## config.mk

```make
export PLATFORM = sky130hd
export DESIGN_NAME = mdio_mgmt_ctrl
export DESIGN_NICKNAME = d
export VERILOG_FILES = /design/src/rtl/mdio_mgmt_pkg.sv /design/src/rtl/mdio_mdc_tick.sv /design/src/rtl/mdio_frame_seq.sv /design/src/rtl/mdio_csr.sv /design/src/rtl/mdio_mgmt_ctrl.sv
export SDC_FILE = /design/constraint.sdc
export NUM_CORES = 1
export LEC_CHECK = 0
export ABC_AREA = 0
export CAP_MARGIN = 20
export CORE_MARGIN = 5
export CORE_UTILIZATION = 60
export CTS_CLUSTER_DIAMETER = 200
export DETAILED_ROUTE_END_ITERATION = 12
export DONT_BUFFER_PORTS = 1
export PLACE_DENSITY = 0.76
export SETUP_SLACK_MARGIN = 0.02
export SYNTH_ARGS = -nofsm -noshare
export SYNTH_HDL_FRONTEND = slang
export SYNTH_SLANG_ARGS = --single-unit
```

## constraint.sdc

```tcl
create_clock -name clk -period 7.2 [get_ports clk]
set_clock_uncertainty 0.2 [all_clocks]
set_input_delay 1.44 -clock clk [delete_from_list [all_inputs] [get_ports clk]]
set_output_delay 1.44 -clock clk [all_outputs]
set_load 0.005 [all_outputs]
```

## src/rtl/mdio_mgmt_pkg.sv

```systemverilog
package mdio_mgmt_pkg;
  localparam int FRAME_BITS = 64;
  localparam int TA_POS     = 46;
  localparam int DATA_POS   = 48;

  typedef enum logic [1:0] {
    OP_WRITE = 2'b01,
    OP_READ  = 2'b10
  } mdio_op_e;

  localparam logic SEL_CMD  = 1'b0;
  localparam logic SEL_DATA = 1'b1;
endpackage

```

## src/rtl/mdio_mdc_tick.sv

```systemverilog
module mdio_mdc_tick #(
  parameter int DIV_W = 8
) (
  input  logic             clk,
  input  logic             rst,
  input  logic             run,
  input  logic [DIV_W-1:0] limit,
  output logic             half_end
);
  logic [DIV_W-1:0] cnt_q;
  logic [DIV_W-1:0] lim_eff;

  // a divider of zero is treated as one
  assign lim_eff  = (limit == '0) ? DIV_W'(1) : limit;
  assign half_end = run && (cnt_q == lim_eff - DIV_W'(1));

  always_ff @(posedge clk) begin
    if (rst || !run || half_end) cnt_q <= '0;
    else                         cnt_q <= cnt_q + DIV_W'(1);
  end

  a_r4_count_in_range: assert property (@(posedge clk) disable iff (rst)
    run |-> (cnt_q < lim_eff));
endmodule

```

## src/rtl/mdio_frame_seq.sv

```systemverilog
module mdio_frame_seq
  import mdio_mgmt_pkg::*;
(
  input  logic        clk,
  input  logic        rst,
  input  logic        start,
  input  logic        is_write,
  input  logic [4:0]  phy_addr,
  input  logic [4:0]  reg_idx,
  input  logic [15:0] wr_value,
  input  logic        half_end,
  input  logic        mdio_i,
  output logic        active,
  output logic        mdc,
  output logic        mdio_o,
  output logic        mdio_oe,
  output logic        done,
  output logic [15:0] rd_value
);
  localparam logic [5:0] LAST_BIT = 6'(FRAME_BITS - 1);
  localparam logic [5:0] TA_BIT   = 6'(TA_POS);
  localparam logic [5:0] DATA_BIT = 6'(DATA_POS);

  logic        active_q, mdc_q, mdio_o_q, mdio_oe_q, wr_q;
  logic [5:0]  bit_q;
  logic [63:0] shift_q;
  logic [15:0] cap_q;
  logic [63:0] frame_w;
  mdio_op_e    op_w;

  always_comb begin
    op_w    = is_write ? OP_WRITE : OP_READ;
    frame_w = {32'hFFFF_FFFF, 2'b01, op_w, phy_addr, reg_idx,
               (is_write ? 2'b10 : 2'b11),
               (is_write ? wr_value : 16'hFFFF)};
  end

  always_ff @(posedge clk) begin
    if (rst) begin
      active_q  <= 1'b0;
      mdc_q     <= 1'b0;
      mdio_o_q  <= 1'b1;
      mdio_oe_q <= 1'b0;
      wr_q      <= 1'b0;
      bit_q     <= '0;
      shift_q   <= '0;
      cap_q     <= '0;
    end else if (!active_q) begin
      if (start) begin
        active_q  <= 1'b1;
        mdc_q     <= 1'b0;
        bit_q     <= '0;
        wr_q      <= is_write;
        shift_q   <= frame_w;
        mdio_o_q  <= frame_w[63];
        mdio_oe_q <= 1'b1;
      end
    end else if (half_end) begin
      if (!mdc_q) begin
        mdc_q <= 1'b1;
        if (!wr_q && bit_q >= DATA_BIT) cap_q <= {cap_q[14:0], mdio_i};
      end else begin
        mdc_q <= 1'b0;
        if (bit_q == LAST_BIT) begin
          active_q  <= 1'b0;
          mdio_oe_q <= 1'b0;
          mdio_o_q  <= 1'b1;
        end else begin
          bit_q     <= bit_q + 6'd1;
          shift_q   <= {shift_q[62:0], 1'b0};
          mdio_o_q  <= shift_q[62];
          mdio_oe_q <= wr_q || ((bit_q + 6'd1) < TA_BIT);
        end
      end
    end
  end

  assign active   = active_q;
  assign mdc      = mdc_q;
  assign mdio_o   = mdio_o_q;
  assign mdio_oe  = mdio_oe_q;
  assign rd_value = cap_q;
  assign done     = active_q && half_end && mdc_q && (bit_q == LAST_BIT);

  a_r4_idle_mdc_low: assert property (@(posedge clk) disable iff (rst)
    !active_q |-> !mdc_q);
  a_r5_hold_while_high: assert property (@(posedge clk) disable iff (rst)
    mdc_q |-> ($stable(mdio_o_q) && $stable(mdio_oe_q)));
  a_r6_release_on_read: assert property (@(posedge clk) disable iff (rst)
    (active_q && !wr_q && bit_q >= TA_BIT) |-> !mdio_oe_q);
endmodule

```

## src/rtl/mdio_csr.sv

```systemverilog
module mdio_csr
  import mdio_mgmt_pkg::*;
#(
  parameter int DIV_W = 8
) (
  input  logic             clk,
  input  logic             rst,
  input  logic             wr_en,
  input  logic             wr_sel,
  input  logic [31:0]      wr_word,
  input  logic             done,
  input  logic [15:0]      rd_result,
  output logic             go_rd,
  output logic             go_wr,
  output logic [4:0]       phy_addr,
  output logic [4:0]       reg_idx,
  output logic [DIV_W-1:0] divider,
  output logic [15:0]      wr_value,
  output logic [31:0]      cmd_word,
  output logic [31:0]      data_word
);
  logic             go_rd_q, go_wr_q;
  logic [4:0]       phy_q, reg_q;
  logic [DIV_W-1:0] div_q;
  logic [15:0]      wlo_q, rhi_q;
  logic             busy;
  logic             unused_bits;

  assign busy        = go_rd_q || go_wr_q;
  assign unused_bits = ^wr_word[31:28];

  always_ff @(posedge clk) begin
    if (rst) begin
      go_rd_q <= 1'b0;
      go_wr_q <= 1'b0;
      phy_q   <= '0;
      reg_q   <= '0;
      div_q   <= '0;
      wlo_q   <= '0;
      rhi_q   <= '0;
    end else begin
      if (done) begin
        if (go_rd_q) rhi_q <= rd_result;
        go_rd_q <= 1'b0;
        go_wr_q <= 1'b0;
      end else if (wr_en && wr_sel == SEL_CMD && !busy) begin
        reg_q   <= wr_word[25:21];
        phy_q   <= wr_word[20:16];
        div_q   <= wr_word[DIV_W-1:0];
        go_wr_q <= wr_word[27];
        go_rd_q <= wr_word[26] && !wr_word[27];
      end
      if (wr_en && wr_sel == SEL_DATA) wlo_q <= wr_word[15:0];
    end
  end

  always_comb begin
    cmd_word              = '0;
    cmd_word[27]          = go_wr_q;
    cmd_word[26]          = go_rd_q;
    cmd_word[25:21]       = reg_q;
    cmd_word[20:16]       = phy_q;
    cmd_word[DIV_W-1:0]   = div_q;
  end

  assign data_word = {rhi_q, wlo_q};
  assign go_rd     = go_rd_q;
  assign go_wr     = go_wr_q;
  assign phy_addr  = phy_q;
  assign reg_idx   = reg_q;
  assign divider   = div_q;
  assign wr_value  = wlo_q;

  a_r10_one_start: assert property (@(posedge clk) disable iff (rst)
    $onehot0({go_wr_q, go_rd_q}));
  a_r9_fields_hold: assert property (@(posedge clk) disable iff (rst)
    (busy && $past(busy)) |-> $stable({phy_q, reg_q, div_q}));
  a_r3_done_clears: assert property (@(posedge clk) disable iff (rst)
    done |=> !(go_rd_q || go_wr_q));
  a_r11_upper_on_read: assert property (@(posedge clk) disable iff (rst)
    !(done && go_rd_q) |=> $stable(rhi_q));
endmodule

```

## src/rtl/mdio_mgmt_ctrl.sv

```systemverilog
module mdio_mgmt_ctrl #(
  parameter int DIV_W = 8
) (
  input  logic        clk,
  input  logic        rst,
  input  logic        reg_wr,
  input  logic        reg_sel,
  input  logic [31:0] reg_wdata,
  output logic [31:0] cmd_rdata,
  output logic [31:0] data_rdata,
  output logic        mdc,
  output logic        mdio_o,
  output logic        mdio_oe,
  input  logic        mdio_i
);
  logic             go_rd, go_wr, active, done, half_end, start;
  logic [4:0]       phy_addr, reg_idx;
  logic [DIV_W-1:0] divider;
  logic [15:0]      wr_value, rd_value;

  assign start = (go_rd || go_wr) && !active;

  mdio_csr #(.DIV_W(DIV_W)) u_csr (
    .clk(clk), .rst(rst), .wr_en(reg_wr), .wr_sel(reg_sel), .wr_word(reg_wdata),
    .done(done), .rd_result(rd_value), .go_rd(go_rd), .go_wr(go_wr),
    .phy_addr(phy_addr), .reg_idx(reg_idx), .divider(divider),
    .wr_value(wr_value), .cmd_word(cmd_rdata), .data_word(data_rdata)
  );

  mdio_mdc_tick #(.DIV_W(DIV_W)) u_tick (
    .clk(clk), .rst(rst), .run(active), .limit(divider), .half_end(half_end)
  );

  mdio_frame_seq u_seq (
    .clk(clk), .rst(rst), .start(start), .is_write(go_wr),
    .phy_addr(phy_addr), .reg_idx(reg_idx), .wr_value(wr_value),
    .half_end(half_end), .mdio_i(mdio_i), .active(active), .mdc(mdc),
    .mdio_o(mdio_o), .mdio_oe(mdio_oe), .done(done), .rd_value(rd_value)
  );
endmodule

```

==> results.sh <==
export IMPL_status="finished clean"
export IMPL_critPathLaunchType="flip-flop"
export IMPL_drc=0
export IMPL_ys_ff_latch=150
export IMPL_synthTopCellsByArea="dfxtp_1 (42%), a211oi_2 (6.1%), a21oi_1 (5.9%)"
export IMPL_fin_crit_sh_pct=63.77
export IMPL_synth_largest_area_cell="dfxtp_1"
export IMPL_cts_buffers=17
export IMPL_worstHoldEndpoint="u_seq.shift_q[20]"
export IMPL_grt_max_degree=114
export IMPL_pre_cts_slack_ns=2.668
export IMPL_gp_congestion=0.7921
export IMPL_synth_most_common_cell="dfxtp_1"
export IMPL_cts_path_max_buffers=2
export IMPL_worstPathArrival_ns=4.73
export IMPL_fp_coreArea_sq_um=11910
export IMPL_ir_worst_vdd_uv=200.8
export IMPL_avgSynthCellArea_sq_um=8.774
export IMPL_grt_pass1_vias=5603
export IMPL_power_per_cell_area_nw_per_um2=265.3
export IMPL_initial_core_util_pct=60.69
export IMPL_rsz0062_at_grt="no"
export IMPL_fin_nets=807
export IMPL_ys_types=65
export IMPL_fin_ws_ns=2.608
export IMPL_detail_route_vias_per_cell=6.361
export IMPL_wirelength_mm=16.60
export IMPL_diodes=0
export IMPL_reg2reg_slack_ns=2.61
export IMPL_synth_top_area_share_pct=41.54
export IMPL_hold_class="flip-flop to flip-flop"
export IMPL_wl_met3_mm=1.150
export IMPL_rr_endpoint="u_seq.shift_q[46]"
export IMPL_pin_count=104
export IMPL_holdPathStages=2
export IMPL_clkLatencyLatePin_ns=0.43
export IMPL_crit_path_max_fanout=40
export IMPL_vias=5897
export IMPL_end_kind="flip-flop"
export IMPL_grt_usage_pct=23.21
export IMPL_drt_met1_wl_mm=6.794
export IMPL_hp_start="u_seq.shift_q[20]"
export IMPL_syn_cell_area_sq_um=7229
export IMPL_antenna_found_initial=0
export IMPL_ys_seq_area_share_pct=41.54
export IMPL_cts_setup_buffers=0
export IMPL_p_leak_nw=2.682
export IMPL_fin_crit_ns=4.592
export IMPL_yosysWarnings=0
export IMPL_clock_sinks=150
export IMPL_drtPass1Iterations=5
export IMPL_ant_nets=0
export IMPL_cts_tree="built"
export IMPL_die_y_um=119.8
export IMPL_cts_root_buffer="clkbuf_16"
export IMPL_syn_to_final_growth_pct=4.638
export IMPL_grt_pass1_wl_mm=27.35
export IMPL_synth_cells=824
export IMPL_met2_length_mm=8.197
export IMPL_drt_iter0_markers=600
export IMPL_wire_per_inst_um=17.90
export IMPL_relSlewSlack_pct=30.96
export IMPL_worst_slew_pin_slew_ns=1.036
export IMPL_cts_hold_buf=0
export IMPL_clkTransAtPathRegs_ns=0.06
export IMPL_setup_viol=0
export IMPL_num_fill_cells=976
export IMPL_place_hpwl_mm=10.46
export IMPL_dieArea_sq_um=14340
export IMPL_ff2ff_path_depth=11
export IMPL_grt_overflow=0
export IMPL_fmax_mhz=217.8
export IMPL_utilization_pct=63.51
export IMPL_drive_gt1_share_pct=13.33
export IMPL_worstSetupPathType="flip-flop to flip-flop"
export IMPL_row_count=40
export IMPL_critical_path_required_ns=7.34
export IMPL_cts_resized=0
export IMPL_die_x_um=119.8
export IMPL_finalHoldViolations=0
export IMPL_fin_setup_tns_ns=0
export IMPL_synth_top_cells_by_count="dfxtp_1 (150), nand2_1 (102), a21oi_1 (85), nor2_1 (53), clkbuf_1 (49)"
export IMPL_h_tree_depth=4
export IMPL_portBuffers=0
export IMPL_ys_async_sr_fraction_pct=0
export IMPL_highest_layer="met4"
export IMPL_synth_edff_count=0
export IMPL_drv_slew=0
export IMPL_synth_ff_type="dfxtp_1"
export IMPL_p_total_mw=2.007
export IMPL_rr_startpoint="u_csr.divider[2]"
export IMPL_cap_violations=0
## registers in the layout (all words and copies together) (netlist names)
signal	count
u_seq.wr_q	1
u_seq.mdc	1
u_tick.cnt_q	8
u_csr.rhi_q	16
u_seq.active	1
u_seq.shift_q	63
u_seq.mdio_oe	1
u_csr.go_rd	1
u_csr.phy_addr	5
u_csr.divider	8
u_csr.wr_value	16
u_seq.bit_q	6
u_csr.go_wr	1
u_csr.reg_idx	5
u_seq.mdio_o	1
u_seq.rd_value	16
## worst max path at each step
stage	from	endpoint	slack (ns)	depth (start not counted)
6_report	u_csr.divider[2]	u_seq.shift_q[46]	2.61	11
5_1_grt	u_csr.divider[2]	u_seq.shift_q[46]	2.31	11
4_1_cts	u_csr.divider[2]	u_seq.shift_q[46]	2.63	11
3_5_place_dp	u_csr.divider[2]	u_seq.shift_q[0]	2.67	11
3_3_place_gp	u_csr.divider[2]	u_seq.shift_q[0]	2.85	11
2_1_floorplan	u_csr.divider[2]	u_csr.rhi_q[10]	4.22	12
## worst max-delay path: stages, from the launching register on
cell and delay [ns]:
dfxtp_1 0.43, nor4_4 0.47, a21oi_1 0.12, ha_1 0.29
nor2b_1 0.17, a221oi_1 0.43, o211a_1 0.30, nand4_2 0.47
buf_4 0.46, or2_1 0.53, buf_4 0.38, a211oi_2 0.22
## cell usage in the layout, fill, tap and decap left out, drive strengths merged, types with 12 or more instances in the layout
| master | n |
|---|---|
| o31ai | 17 |
| mux2i | 32 |
| nor2 | 53 |
| inv | 23 |
| a211oi | 37 |
| dfxtp | 150 |
| nand4 | 36 |
| nand3 | 14 |
| o41ai | 16 |
| o2111ai | 18 |
| a21oi | 85 |
| conb | 12 |
| o21ai | 20 |
| nand2 | 102 |
| nor3 | 43 |
| clkbuf | 21 |
## metal layers
metal / track usage, % / up-vias
met5: 0 / -
met4: 9.878 / 0
met3: 7.163 / 40
met2: 38.28 / 226
met1: 28.08 / 2793
li1: - / 2838
## area by class of cell
type                    instances  area (sq um)  share of cell area [%]
clock buffers                  21         470.5                   6.219
clock inverters                11         146.4                   1.935
inverters                      23         86.33                   1.141
multi-input cells             566          3606                   47.67
flip-flops and latches        150          3004                   39.71
well taps                     147         183.9                   2.431
repair buffers                  9         67.56                  0.8932
## through the flow
| stage | hold WS, ns | std cells | cell area [sq um] |
|---|---|---|---|
| 6_report | 0.2622 | 927 | 7565 |
| 5_1_grt | 0.2886 | 927 | 7565 |
| 4_1_cts | 0.2613 | 927 | 7565 |
| 3_5_place_dp | 0.2527 | 895 | 6948 |
| 3_3_place_gp | 0.2415 | 895 | 6948 |
| 2_1_floorplan | 0.2346 | 835 | 7271 |
## report_power, final
part	leakage [nW]	switching (mW)	total, mW	internal, mW
Sequential	1.22	0.0353	0.904	0.869
Combinational	1.16	0.118	0.189	0.0711
Clock	0.299	0.342	0.914	0.572
Total	2.68	0.495	2.01	1.51
## cell families after synthesis
group / Yosys count / synth area share (%)
AND/OR/NAND/NOR: 278 / 18.85
AO/OA/AOI/OAI: 216 / 21.91
flip-flops: 150 / 41.54
buffers and inverters: 119 / 9.294
multiplexers: 43 / 6.144
XOR/XNOR: 14 / 1.696
adder cells (fa/ha/maj): 3 / 0.5193
other: 1 / 0.05187
Power figures use the tool's default switching activity.
